### src/rtl/wrb_pkg.sv
package wrb_pkg;
   localparam int BYTE_W    = 8;
   localparam int MIN_BYTES = 2;
   localparam int MAX_BYTES = 4;

   typedef logic [BYTE_W-1:0] byte_t;

   // Number of decoded byte offsets: register bytes plus directly addressed shadow slots.
   function automatic int span_of(input int nbytes);
      return 2 * nbytes - 1;
   endfunction
endpackage

### src/rtl/wrb_addr_decode.sv
module wrb_addr_decode
   import wrb_pkg::*;
#(
   parameter int NBYTES    = 4,
   parameter int ADDR_W    = 6,
   parameter int BASE_ADDR = 16
) (
   input  logic [ADDR_W-1:0] addr,
   output logic [NBYTES-1:0] sel_reg,
   output logic [NBYTES-2:0] sel_tmp,
   output logic              in_range
);
   localparam int SPAN = span_of(NBYTES);
   localparam logic [ADDR_W-1:0] BASE = ADDR_W'(BASE_ADDR);

   logic [ADDR_W-1:0] off;

   always_comb begin
      off      = addr - BASE;
      in_range = (addr >= BASE) && (off < ADDR_W'(SPAN));
   end

   for (genvar k = 0; k < NBYTES; k++) begin : g_reg_sel
      assign sel_reg[k] = in_range && (off == ADDR_W'(k));
   end

   for (genvar j = 0; j < NBYTES - 1; j++) begin : g_tmp_sel
      assign sel_tmp[j] = in_range && (off == ADDR_W'(NBYTES + j));
   end
endmodule

### src/rtl/wrb_temp_bank.sv
module wrb_temp_bank
   import wrb_pkg::*;
#(
   parameter int NBYTES = 4
) (
   input  logic                          clk,
   input  logic                          rst_n,
   input  logic                          wr,
   input  logic                          rd,
   input  byte_t                         wdata,
   input  logic [NBYTES-1:0]             sel_reg,
   input  logic [NBYTES-2:0]             sel_tmp,
   input  logic [BYTE_W*NBYTES-1:BYTE_W] live_upper,
   output logic [BYTE_W*(NBYTES-1)-1:0]  tmp
);
   logic snap;
   assign snap = rd && sel_reg[0];

   for (genvar j = 0; j < NBYTES - 1; j++) begin : g_slot
      logic  wr_hit;
      byte_t slot_q;

      // Either the register offset j or the direct offset of slot j writes it.
      assign wr_hit = wr && (sel_reg[j] || sel_tmp[j]);

      always_ff @(posedge clk or negedge rst_n) begin
         if (!rst_n) begin
            slot_q <= '0;
         end else if (wr_hit) begin
            slot_q <= wdata;
         end else if (snap) begin
            slot_q <= live_upper[BYTE_W*(j+1) +: BYTE_W];
         end
      end

      assign tmp[BYTE_W*j +: BYTE_W] = slot_q;
   end
endmodule

### src/rtl/wrb_live_reg.sv
module wrb_live_reg
   import wrb_pkg::*;
#(
   parameter int                      NBYTES    = 4,
   parameter logic [8*NBYTES-1:0]     RESET_VAL = '0
) (
   input  logic                         clk,
   input  logic                         rst_n,
   input  logic                         commit,
   input  byte_t                        top_byte,
   input  logic [BYTE_W*(NBYTES-1)-1:0] tmp,
   input  logic                         per_load,
   input  logic [BYTE_W*NBYTES-1:0]     per_data,
   output logic [BYTE_W*NBYTES-1:0]     value
);
   logic [BYTE_W*NBYTES-1:0] value_q;
   logic [BYTE_W*NBYTES-1:0] value_d;

   always_comb begin
      value_d = value_q;
      if (commit) begin
         value_d = {top_byte, tmp};
      end else if (per_load) begin
         value_d = per_data;
      end
   end

   always_ff @(posedge clk or negedge rst_n) begin
      if (!rst_n) begin
         value_q <= RESET_VAL;
      end else begin
         value_q <= value_d;
      end
   end

   assign value = value_q;
endmodule

### src/rtl/wrb_read_mux.sv
module wrb_read_mux
   import wrb_pkg::*;
#(
   parameter int NBYTES = 4
) (
   input  logic [NBYTES-1:0]             sel_reg,
   input  logic [NBYTES-2:0]             sel_tmp,
   input  byte_t                         live_low,
   input  logic [BYTE_W*(NBYTES-1)-1:0]  tmp,
   output byte_t                         rdata
);
   byte_t part [NBYTES-1];

   // Slot j is reachable through register offset j+1 and through its direct offset.
   for (genvar j = 0; j < NBYTES - 1; j++) begin : g_part
      assign part[j] = (sel_reg[j+1] || sel_tmp[j]) ? tmp[BYTE_W*j +: BYTE_W] : '0;
   end

   always_comb begin
      rdata = sel_reg[0] ? live_low : '0;
      for (int j = 0; j < NBYTES - 1; j++) begin
         rdata = rdata | part[j];
      end
   end
endmodule

### src/rtl/wide_reg_bridge.sv
module wide_reg_bridge
   import wrb_pkg::*;
#(
   parameter int                  NBYTES    = 4,
   parameter int                  ADDR_W    = 6,
   parameter int                  BASE_ADDR = 16,
   parameter logic [8*NBYTES-1:0] RESET_VAL = '0
) (
   input  logic                  clk,
   input  logic                  rst_n,
   input  logic [ADDR_W-1:0]     cpu_addr,
   input  logic                  cpu_wr,
   input  logic                  cpu_rd,
   input  logic [7:0]            cpu_wdata,
   output logic [7:0]            cpu_rdata,
   input  logic                  per_load,
   input  logic [8*NBYTES-1:0]   per_data,
   output logic [8*NBYTES-1:0]   reg_value
);
   localparam int W    = BYTE_W * NBYTES;
   localparam int TW   = BYTE_W * (NBYTES - 1);
   localparam int SPAN = span_of(NBYTES);

   // Elaboration checks on the parameter set.
   if (NBYTES < MIN_BYTES || NBYTES > MAX_BYTES) begin : g_bad_width
      $error("wide_reg_bridge: NBYTES must be 2, 3 or 4");
   end
   if (BASE_ADDR < 0 || BASE_ADDR + SPAN > (1 << ADDR_W)) begin : g_bad_base
      $error("wide_reg_bridge: decoded window does not fit in ADDR_W");
   end

   logic [NBYTES-1:0] sel_reg;
   logic [NBYTES-2:0] sel_tmp;
   logic              in_range;
   logic [TW-1:0]     tmp;
   logic              commit;

   wrb_addr_decode #(
      .NBYTES    (NBYTES),
      .ADDR_W    (ADDR_W),
      .BASE_ADDR (BASE_ADDR)
   ) u_dec (
      .addr     (cpu_addr),
      .sel_reg  (sel_reg),
      .sel_tmp  (sel_tmp),
      .in_range (in_range)
   );

   wrb_temp_bank #(
      .NBYTES (NBYTES)
   ) u_tmp (
      .clk        (clk),
      .rst_n      (rst_n),
      .wr         (cpu_wr),
      .rd         (cpu_rd),
      .wdata      (cpu_wdata),
      .sel_reg    (sel_reg),
      .sel_tmp    (sel_tmp),
      .live_upper (reg_value[W-1:BYTE_W]),
      .tmp        (tmp)
   );

   assign commit = cpu_wr && sel_reg[NBYTES-1];

   wrb_live_reg #(
      .NBYTES    (NBYTES),
      .RESET_VAL (RESET_VAL)
   ) u_live (
      .clk      (clk),
      .rst_n    (rst_n),
      .commit   (commit),
      .top_byte (cpu_wdata),
      .tmp      (tmp),
      .per_load (per_load),
      .per_data (per_data),
      .value    (reg_value)
   );

   wrb_read_mux #(
      .NBYTES (NBYTES)
   ) u_rmux (
      .sel_reg  (sel_reg),
      .sel_tmp  (sel_tmp),
      .live_low (reg_value[BYTE_W-1:0]),
      .tmp      (tmp),
      .rdata    (cpu_rdata)
   );

   // in_range is consumed only by the decoder's own selects.
   logic unused_ok;
   assign unused_ok = in_range;
endmodule

### config.mk
export PLATFORM = sky130hd
export DESIGN_NAME = wide_reg_bridge
export DESIGN_NICKNAME = d
export VERILOG_FILES = /design/src/rtl/wrb_pkg.sv /design/src/rtl/wrb_addr_decode.sv /design/src/rtl/wrb_temp_bank.sv /design/src/rtl/wrb_live_reg.sv /design/src/rtl/wrb_read_mux.sv /design/src/rtl/wide_reg_bridge.sv
export SDC_FILE = /design/constraint.sdc
export NUM_CORES = 1
export LEC_CHECK = 0
export ABC_AREA = 1
export BUFFER_PORTS_ARGS = -buffer_cell sky130_fd_sc_hd__buf_2
export CAP_MARGIN = 20
export CORE_MARGIN = 1.5
export CORE_UTILIZATION = 45
export CTS_BUF_LIST = sky130_fd_sc_hd__clkbuf_4
export CTS_CLUSTER_DIAMETER = 200
export CTS_CLUSTER_SIZE = 12
export DETAILED_ROUTE_END_ITERATION = 12
export HOLD_SLACK_MARGIN = 0.15
export PLACE_DENSITY_LB_ADDON = 0.3
export SLEW_MARGIN = 20
export SYNTH_ARGS = -nofsm -noshare
export SYNTH_HDL_FRONTEND = slang
export SYNTH_HIERARCHICAL = 1
export SYNTH_SLANG_ARGS = --single-unit
### constraint.sdc
create_clock -name clk -period 1.5 [get_ports clk]
set_input_delay 0.3 -clock clk [delete_from_list [all_inputs] [get_ports clk]]
set_output_delay 0.3 -clock clk [all_outputs]
set_load 0.05 [all_outputs]
# Word-level counts from Yosys, hierarchy flattened
# Cells that the tools add are included.
[word_totals]
wordCells = 52
reg_bits = 56
input_bits = 51
[op_classes]
addsub = 1
n_eq_ne = 6
mux = 12
magnitude_cmp = 2
n_bitwise = 3
reduce_logical = 24
[ops]
columns = ["op", "count"]
rows = [
  ["2-to-1 mux 8 bit", 10],
  ["2-to-1 mux 32 bit", 2],
  ["OR 8 bit", 3],
  ["equality test 6 x 3 -> 1 bit, second input constant", 3],
  ["logical AND 1 bit", 13],
  ["equality test 6 x 2 -> 1 bit, second input constant", 2],
  ["nonzero test 2 bit", 4],
  ["equality test 6 x 1 -> 1 bit, second input constant", 1],
  ["greater-or-equal comparator 6 x 5 -> 1 bit, second input constant", 1],
  ["logical NOT 6 bit", 1],
  ["logical OR 1 bit", 6],
  ["less-than comparator 6 x 3 -> 1 bit, second input constant", 1],
  ["subtractor 6 x 5 -> 6 bit, second input constant", 1],
]

# Longest topological paths before layout
# Gate-level depths: netlist (run 1).
[depth]
depth_word = 9
depth_mapped = 11
ltp_nobuf = 9

# Modules after synthesis
# The synthesis (run 1) kept the hierarchy.
[modules_own_cells]
columns = ["mod", "area_per_inst_um2", "cells_per_inst", "n_inst"]
rows = [
  ["wrb_live_reg", 1506.4, 176, 1],
  ["wrb_temp_bank", 1425.1, 203, 1],
  ["wrb_read_mux", 354.1, 92, 1],
  ["wrb_addr_decode", 126.4, 31, 1],
  ["wide_reg_bridge", 7.5, 2, 1],
]

# Worst setup path after synthesis (run 1)
# Ideal clock, no wire load.
[synth_timing]
kind = "input -> output"
start = "input cpu_addr[4]"
end = "output cpu_rdata[0]"
stages = 8
arrival_ns = 1.399
path_slack_ns = -0.199
cell_sequence = "inv_1 -> nor2_1 -> inv_2 -> nor2_1 -> nor2_2 -> nor2_1 -> nor2_1 -> nand2_1"
[synth_between]
elab_chain_len = 9
word_cells_on_any_way = 28
[synth_lines]
columns = ["element", "line_no", "text"]
rows = [
  ["start, declared", "wide_reg_bridge.sv:11", "input logic [ADDR_W-1:0] cpu_addr,"],
  ["subtractor 6 x 5 -> 6 bit", "wrb_addr_decode.sv:19", "off = addr - BASE;"],
  ["less-than comparator 6 x 3 -> 1 bit", "wrb_addr_decode.sv:20", "in_range = (addr >= BASE) && (off < ADDR_W'(SPAN));"],
  ["logical AND 1 bit", "wrb_addr_decode.sv:20", ""],
  ["logical AND 1 bit *", "wrb_addr_decode.sv:28", "assign sel_tmp[j] = in_range && (off == ADDR_W'(NBYTES + j));"],
  ["named net sel_tmp[0]", "wide_reg_bridge.sv:33", "logic [NBYTES-2:0] sel_tmp;"],
  ["logical OR 1 bit *", "wrb_read_mux.sv:16", "assign part[j] = (sel_reg[j+1] || sel_tmp[j]) ? tmp[BYTE_W*j +: BYTE_W] : '0;"],
  ["2-to-1 mux 8 bit *", "wrb_read_mux.sv:16", ""],
  ["OR 8 bit * (3 in a row)", "wrb_read_mux.sv:22", "rdata = rdata | part[j];"],
  ["end, declared", "wide_reg_bridge.sv:15", "output logic [7:0] cpu_rdata,"],
]
# The timed path passes the listed nets; every way through them passes the cells marked *.

# Worst setup path after layout (run 1)
[layout_timing]
start = "input cpu_addr[5]"
end = "output cpu_rdata[1]"
[layout_between]
word_cells_on_any_way = 28
[layout_lines]
columns = ["element", "line_no"]
rows = [
  ["subtractor 6 x 5 -> 6 bit", "wrb_addr_decode.sv:19"],
  ["less-than comparator 6 x 3 -> 1 bit", "wrb_addr_decode.sv:20"],
  ["logical AND 1 bit", "wrb_addr_decode.sv:20"],
  ["logical AND 1 bit *", "wrb_addr_decode.sv:28"],
  ["named net sel_tmp[2]", "wide_reg_bridge.sv:33"],
  ["logical OR 1 bit *", "wrb_read_mux.sv:16"],
  ["2-to-1 mux 8 bit *", "wrb_read_mux.sv:16"],
  ["OR 8 bit *", "wrb_read_mux.sv:22"],
]
# Marks and branches as above.

==> results.md, run 1 <==
- Lkg Pwr: ~2.8 nW
- Core Area: 0.00729 mm^2
- Vias in the first global route: 3527
- First-pass GRT wire length: 17700 um
- Final Util: 70.4%
- Global route overflow: 0
- Total Neg Setup Slack: -8280 ps
- DRC violation count after routing: 0
- Final worst slack: -274 ps
- RD Place Congestion: 0.924
- DR iter-0 viols: 348
- Wirelength per Cell: approximately 17 um
- Worst setup path endpoint: cpu_rdata[1]
- Final hold vios: 0
- Io pins: 91
- TritonCTS Buffers: 5
- Arr. time, crit path: ~1500 ps
- Max Root-Sink Buffers: 2
- Max Cap Viol: 0
- Initial antenna violation count: 0
- DP Wirelength: about 7400 um
- Fmax: 564 MHz
- Initial core utilization: between 40% and 50%
- Filler cells: 609
- Die Span Y: between 80 and 90 um
- Post-synth net total: roughly 550
- Reg2reg path depth: 4
- # diodes: 0
- Yosys warnings: 6
- # clock sinks: 56
- All-layer global routing usage: between 20% and 30%
- Crit path launch type: input port
- Hold Crit Class: in2reg
- Port bufs: 90
- RSZ-0062 raised after global routing: true
- Setup slack, reg-to-reg: slightly above 600 ps
- DRT Wirelength: roughly 12000 um
- Max Fanout on Critical Path: 8
- Register area: ~0.0014 mm^2
- Worst-Skew Late Latency: between 300 and 400 ps
- FP Rows: 31
- Period Utilization, post-route: 118%
- Worst clock skew: approximately 18 ps
- Max_slew headroom: roughly 72%
- Final setup viols: 40
- Largest net degree at the start of global routing: between 50 and 60
- Fin crit period: about 1800 ps
- Multi-input gate area: 0.00207 mm^2
- Status: finished with violations
- Die Wd: between 80 and 90 um
- Final Net Count: a little under 700
- H-Tree Level Count: 2
- Least-Margin Pin Slew: between 400 and 500 ps
- Crit path required time: roughly 1200 ps
- Die ar.: 0.00810 mm^2
- Vias: around 3900
- Clk root buf: clkbuf_4
- Syn Area/Cell: roughly 6.8 um^2
- DRT Pass-1 Iters: 5
- Pins Over Slew Limit: 0
- DRT antenna net count: 0
- CTS tree: yes
- Failing checks: setup timing
- Worst Setup SP: cpu_addr[5]
- R2r endpoint: u_tmp/g_slot[0].slot_q[5]
- PwrDens: between 700 and 800 mW/mm^2
- R2R Path Start: u_live/value[13]
- Share of cells above drive strength 1: about two fifths
- Post-Syn Area: approximately 0.0034 mm^2
- Reg clk slew, reported paths: around 160 ps
- CP endpoint kind: primary output
- Maximum vdd ir drop: just over 0.5 mV
- Area Growth Syn to Fin: 50.8%
- Critical path class: in2out
- Drt via density: around 5.3
- Mapped Cells: 500
[sequential cells by signal (all words and copies together) (netlist names)]
name	cells
u_live/value	32
u_tmp/g_slot.slot_q	24
[metal layers]
metal	share of wire (%)	up-vias	GRT usage (%)
met4	3.3	0	8.33
met5	0	-	0
li1	-	1839	-
met3	7.7	39	4.06
met1	40	1819	36.2
met2	49	208	45.2
[power by group]
group	switching (W)	total, W	internal [W]
combinational	0.000877	0.00135	0.000469
sequential	0.000287	0.00206	0.00177
clock	0.000495	0.000678	0.000183
total	0.00166	0.00408	0.00243
[metrics by stage]
step / cells / instance area, um^2 / worst slack, ps / hold slack [ps] / total power [W]
CTS: 721 / 4620 / -163 / 150 / 0.00390
global placement: 687 / 4090 / -351 / 325 / 0.00309
floorplan: 500 / 3430 / 13.5 / 4.41 / 0.00273
detailed placement: 687 / 4090 / -370 / 325 / 0.00312
finish: 731 / 5130 / -274 / 156 / 0.00408
global route: 731 / 5130 / -308 / 154 / 0.00429
[cell type report]
| cell class | instances | share of cell area, % |
|---|---|---|
| repair buffers | 153 | 24.8 |
| clock inverters | 3 | 0.341 |
| flip-flops and latches | 56 | 27.3 |
| clock buffers | 5 | 0.731 |
| multi-input cells | 361 | 40.3 |
| well taps | 99 | 2.41 |
| inverters | 54 | 4.19 |
[layout by cell type, fill, tap and decap left out, drive strengths merged]
cell         instances
clkinv               2
inv                 55
nor2                57
dlygate4sd3         20
nand3              136
dfrtp               56
o21ai                3
buf                128
clkbuf              10
nand2              165
[repair_timing]
| action | 4_1_cts | 5_1_grt |
|---|---|---|
| endpoints found under the hold margin | 70 | 3 |
| pin swaps | 27 | 24 |
| hold buffers | 17 | 3 |
| gates cloned | 0 | 3 |
| resized for setup | 70 | 101 |
| setup buffers | 9 | 10 |
| setup endpoints to repair | 8 | 40 |
[worst max-delay path, cell delays in order]
cell and delay [ps]:
buf_6 100, nor2_4 110, inv_2 70, buf_12 150
nor2_4 140, nor2_4 60, buf_12 150, nor2_2 110
nor2_1 60, nand2_2 80, buf_8 140
[how the worst min path moves through the flow]
stage	start	endpoint	slack, ps	depth (start not counted)
6_report	per_data[3]	u_live/value[3]	160	3
4_1_cts	per_data[5]	u_live/value[5]	150	3
5_1_grt	per_data[23]	u_live/value[23]	150	3
3_3_place_gp	rst_n	u_live/value[3]	330	2
2_1_floorplan	rst_n	u_live/value[0]	4	0
3_5_place_dp	rst_n	u_live/value[7]	330	2
(Power assumes the default switching activity.)
==> inputs of run 2 (changes only) <==
- CAP_MARGIN: 20 -> default
- REMOVE_ABC_BUFFERS: default -> 1
==> run 2 against run 1 <==
The run still ends with setup timing left. Die area unchanged. Final cell count down 2.6%. Count of clock-buffer cells in the layout unchanged. Combinational power down 14%. Wire length down 15%. Clock skew down 3.5 ps. Design area down 13%. Worst hold slack worse by 7.4 ps. Power down 5.9%. Clock power about the same. Critical endpoint is now cpu_rdata[2].
==> results.md, run 2 (same netlist as run 1, synthesis figures left out) <==
- H-Tree Level Count: 2 (unchanged)
- Failing checks: setup timing
- Global route overflow: 0 (unchanged)
- Die ar.: 0.00810 mm^2 (unchanged)
- Die Wd: 90.0 um (unchanged)
- # clock sinks: 56 (unchanged)
- Vias: 3611 (-7.5%)
- Total Neg Setup Slack: -1150 ps (+7130 ps)
- Multi-input gate area: 0.00171 mm^2 (-17%)
- Hold Crit Class: in2reg
- FP Rows: 31 (unchanged)
- Final setup viols: 8 (-80%)
- Vias in the first global route: 3461 (-1.9%)
- RSZ-0062 raised after global routing: true
- PwrDens: 859 mW/mm^2 (+8.0%)
- Die Span Y: 90.0 um (unchanged)
- Crit path required time: 1200 ps (about the same)
- DP Wirelength: 6840 um (-7.7%)
- Crit path launch type: input port
- DR iter-0 viols: 230 (-34%)
- DRT Wirelength: 10300 um (-15%)
- Lkg Pwr: 2.45 nW (-13%)
- CTS tree: yes
- Critical path class: in2out
- DRT antenna net count: 0 (unchanged)
- Maximum vdd ir drop: 0.399 mV (-21%)
- Reg clk slew, reported paths: 170 ps (about the same)
- Area Growth Syn to Fin: 31.4%
- TritonCTS Buffers: 5 (unchanged)
- Initial core utilization: 46.7% (unchanged)
- Clk root buf: clkbuf_4
- Drt via density: 5.07 (-5.1%)
- Post-route cell area: 0.00447 mm^2 (-13%)
- Net switching power: 0.00150 W (-9.7%)
- Most frequent cells in the layout: 151 x nand2_1, 136 x nand3_1, 77 x buf_2
- Final worst slack: -175 ps (+99.0 ps)
- Max_slew headroom: 57.1% (-15 points)
- Int Pwr: 0.00235 W (-3.3%)
- Core Area: 0.00729 mm^2 (unchanged)
- # diodes: 0 (unchanged)
- Clock network fraction of total power: 17.6% (+1.0 points)
- DRC violation count after routing: 0 (unchanged)
- Io pins: 91 (unchanged)
- Comb pwr share: 30.3% (-2.6 points)
- DRT Pass-1 Iters: 6 (+1)
- Max Fanout on Critical Path: 7 (-1)
- Placed cell area: 0.00397 mm^2 (-3.1%)
- Seq pwr share: 52.1% (+1.6 points)
- Switching share of power: 39.0% (-1.7 points)
- Initial antenna violation count: 0 (unchanged)
- Share of cells above drive strength 1: 27.4% (-12 points)
- Register area: 0.00140 mm^2 (about the same)
- Largest net degree at the start of global routing: 57 (unchanged)
- Final hold vios: 0 (unchanged)
- Worst clock skew: 14.9 ps (-3.51 ps)
- RD Place Congestion: 0.936 (+1.3%)
- Fmax: 597 MHz (+5.9%)
- Wirelength per Cell: 14.4 um (-13%)
- CP endpoint kind: primary output
- Status: finished with violations
- Commonest non-fill, non-tap cell in the layout: nand2_1
- Period Utilization, post-route: 112% (-6.6 points)
- Max Cap Viol: 0 (unchanged)
- Arr. time, crit path: 1380 ps (-90 ps)
- All-layer global routing usage: 26.0% (-1.0 points)
- Max reg flops: 32 (unchanged)
- Filler cells: 734 (+21%)
- Pins Over Slew Limit: 0 (unchanged)
- First-pass GRT wire length: 17100 um (-3.5%)
- Worst-Skew Late Latency: 390 ps (about the same)
- Final Net Count: 663 (-2.8%)
- Least-Margin Pin Slew: 644 ps (+231 ps)
- Fin crit period: 1680 ps (-99.0 ps)
- Max Root-Sink Buffers: 2 (unchanged)
- Port bufs: 90 (unchanged)
==> run 2: changes by cell type in the layout (fill, tap and decap cells not counted), sizes merged <==
cell,previous run,this run
buf,128,115
clkbuf,10,5
dlygate4sd3,20,19
==> run 2: area by class of cell <==
cell class                      count  area share (%)
Tap cell                           99            2.77
Timing Repair Buffer              134            21.6
Clock inverter                      3           0.391
Clock buffer                        5           0.839
Multi-Input combinational cell    361            38.3
Inverter                           54            4.75
Sequential cell                    56            31.3
==> run 2: path summary, 6_finish.rpt <==
kind                                      startpoint                         to  slack [ps]  cells past startpoint
setup / recovery                         cpu_addr[3]               cpu_rdata[2]        -180                     10
hold / removal                          per_data[14]           u_live/value[14]         150                      3
setup reg to reg           u_tmp/g_slot[1].slot_q[7]           u_live/value[15]         720                      3
hold reg to reg                     u_live/value[27]           u_live/value[27]         530                      2
max in group asynchronous                      rst_n  u_tmp/g_slot[1].slot_q[6]         800                      3
min in group asynchronous                      rst_n  u_tmp/g_slot[2].slot_q[1]         420                      3
==> run 2: worst max-delay path: stages <==
cell	delay, ps
buf_8	100
nor2_4	170
nand2_2	90
nor2_4	160
buf_6	160
nand2_2	60
inv_2	40
nor2_1	30
nand2_1	90
buf_6	160
==> run 2: power groups by stage <==
stage | logic (W) | clock network, W | registers [W]
floorplan | 0.000416 | 0 | 0.00225
global placement | 0.00104 | 0 | 0.00202
detailed placement | 0.00104 | 0 | 0.00203
CTS | 0.00115 | 0.000689 | 0.00200
global route | 0.00127 | 0.000739 | 0.00204
finish | 0.00116 | 0.000678 | 0.00200
==> run 2: layer usage <==
metal	GRT usage, %	part of all wire, %
met5	0	0
met2	43.4	47
met3	3.05	5.3
met1	36.1	46
met4	6.48	1.7
==> run 2: metrics by stage <==
stage	power (W)	hold slack (ps)	setup WS [ps]	std cells	utilization [%]
global route	0.00405	152	-248	712	61.4
CTS	0.00384	151	-119	711	61.1
finish	0.00384	148	-175	712	61.4
global placement	0.00305	324	-272	680	54.4
floorplan	0.00267	4.41	-1060	471	-
detailed placement	0.00308	329	-340	680	54.4
==> run 2: timing repair <==
item                       in CTS  in global routing
hold endpoints to repair       69                  1
setup endpoints to repair       8                  8
setup buffers                   5                  0
gates resized for setup        71                  5
hold buffers                   18                  1
pin swaps                      21                  7
==> inputs of run 3 (changes only) <==
- CTS_BUF_LIST: sky130_fd_sc_hd__clkbuf_4 -> default
- PLACE_DENSITY: default -> 0.75
- PLACE_DENSITY_LB_ADDON: 0.3 -> default
==> run 3 against run 2 <==
The run still ends with setup timing left. Combinational power is essentially flat. Via count grew 1.0%. Count of clock-buffer cells in the layout grew 3. Clock power grew 26%. Register-to-register slack lost 80 ps. Wire length grew 1.7%. Die area is the same. Highest routed layer unchanged.
==> results.md, run 3 (same netlist as run 1, synthesis figures left out) <==
- Final setup viols: 19 (+11)
- Period Utilization, post-route: 114% (+2.4 points)
- Most frequent cells in the layout: 160 x nand2_1, 136 x nand3_1, 76 x buf_2
- Wirelength per Cell: 15.0 um (+3.9%)
- Die Wd: 90.0 um (unchanged)
- Hold path cells: 3 (unchanged)
- Reg clk slew, reported paths: 90 ps (-80 ps)
- Max Cap Viol: 0 (unchanged)
- Fmax: 584 MHz (-2.1%)
- Critical path class: in2out
- Io pins: 91 (unchanged)
- Die Span Y: 90.0 um (unchanged)
- Vias: 3648 (+1.0%)
- # clock sinks: 56 (unchanged)
- Status: finished with violations
- Crit path launch type: input port
- Fin crit period: 1710 ps (+35.9 ps)
- Failing checks: setup timing
- Reg2reg path depth: 4 (+1)
- Worst clock skew: 2.34 ps (-12.6 ps)
- R2r endpoint: u_tmp/g_slot[1].slot_q[4]
- Maximum vdd ir drop: 0.406 mV (+1.6%)
- DR iter-0 viols: 302 (+31%)
- Least-Margin Pin Slew: 681 ps (+37.6 ps)
- Worst Setup SP: cpu_addr[5]
- Setup slack, reg-to-reg: 640 ps (-80 ps)
- Commonest non-fill, non-tap cell in the layout: nand2_1
- Max Root-Sink Buffers: 2 (unchanged)
- Worst-Skew Late Latency: 310 ps (-80 ps)
- RD Place Congestion: 0.878 (-6.2%)
- Final worst slack: -211 ps (-35.9 ps)
- Final Net Count: 648 (-2.3%)
- PwrDens: 906 mW/mm^2 (+5.5%)
- Clk root buf: clkbuf_8
- RSZ-0062 raised after global routing: true
- Port bufs: 90 (unchanged)
- Drt via density: 5.23 (+3.2%)
- Vias in the first global route: 3361 (-2.9%)
- Initial core utilization: 46.7% (unchanged)
- DP Wirelength: 6490 um (-5.2%)
- Fin Hold WS: 222 ps (+73.5 ps)
- First-pass GRT wire length: 16400 um (-3.9%)
- Placed insts: 677 (-0.44%)
- DRC violation count after routing: 0 (unchanged)
- DRT antenna net count: 0 (unchanged)
- Final hold vios: 0 (unchanged)
- CP endpoint kind: primary output
- CTS tree: yes
- Core Area: 0.00729 mm^2 (unchanged)
- Share of cells above drive strength 1: 27.6% (+0.19 points)
- Final Util: 60.8% (-0.51 points)
- Lkg Pwr: 2.42 nW (-1.2%)
- Global route overflow: 0 (unchanged)
- # diodes: 0 (unchanged)
- Worst setup path endpoint: cpu_rdata[0]
- Arr. time, crit path: 1410 ps (+30 ps)
- TritonCTS Buffers: 5 (unchanged)
- Max Fanout on Critical Path: 7 (unchanged)
- Largest net degree at the start of global routing: 41 (-28%)
- H-Tree Level Count: 2 (unchanged)
- Total Neg Setup Slack: -1610 ps (-461 ps)
- Area Growth Syn to Fin: 30.3%
- Die ar.: 0.00810 mm^2 (unchanged)
- R2R Path Start: u_live/value[20]
- FP Rows: 31 (unchanged)
- Post-Layout Cell Count: 697 (-2.1%)
- Pins Over Slew Limit: 0 (unchanged)
- All-layer global routing usage: 24.9% (-1.2 points)
- DRT Wirelength: 10500 um (+1.7%)
- Max_slew headroom: 54.6% (-2.5 points)
- Max reg flops: 32 (unchanged)
- DRT Pass-1 Iters: 5 (-1)
- Hold Crit Class: in2reg
- Initial antenna violation count: 0 (unchanged)
- Crit path required time: 1200 ps (about the same)
run 3: worst max-delay path: stages:
cell and delay [ps]:
buf_6 100, nor2_4 120, clkinv_4 150, nor2_4 180
nor2_4 60, buf_12 150, nor2_2 90, nor2_1 50
nand2_1 70, buf_6 160
run 3: layer usage:
metal / up-vias / track usage [%] / part of all wire (%)
li1: 1764 / - / -
met1: 1661 / 33.3 / 43
met2: 187 / 41.5 / 47
met3: 36 / 2.71 / 7.4
met4: 0 / 9.26 / 2.9
met5: - / 0 / 0
run 3: final cells by class:
cell class,instances,area (um^2)
Inverter,54,218
Tap cell,99,124
Multi-Input combinational cell,362,1740
Sequential cell,56,1400
Clock buffer,8,90.1
Fill cell,680,2860
Timing Repair Buffer,118,863
run 3: through the flow:
stage | power (W) | setup slack (ps) | instance area [um^2]
2_1_floorplan | 0.00267 | -1060 | 3190
3_3_place_gp | 0.00303 | -270 | 3960
3_5_place_dp | 0.00305 | -341 | 3960
4_1_cts | 0.00399 | -138 | 4320
5_1_grt | 0.00426 | -240 | 4440
6_report | 0.00402 | -211 | 4440
run 3: worst min-delay path by stage:
stage | start | endpoint | slack [ps]
after floorplan | rst_n | u_live/value[0] | 4
after global placement | rst_n | u_live/value[5] | 250
after detailed placement | rst_n | u_live/value[5] | 250
after CTS | cpu_wdata[7] | u_live/value[31] | 210
after global routing | cpu_wdata[7] | u_live/value[31] | 230
final | cpu_wdata[1] | u_live/value[25] | 220
run 3: repair_timing:
action	in CTS	in global routing
gates cloned	0	2
resized for setup	66	12
hold endpoints to repair	16	0
setup endpoints to repair	8	36
setup buffers	5	4
hold buffers	1	0
pin swaps	25	13
run 3: where the power goes:
group / switching, W / internal (W) / total [W]
logic: 0.000797 / 0.000366 / 0.00116
registers: 0.000229 / 0.00178 / 0.00200
clock network: 0.000476 / 0.000378 / 0.000854
total: 0.00150 / 0.00252 / 0.00402
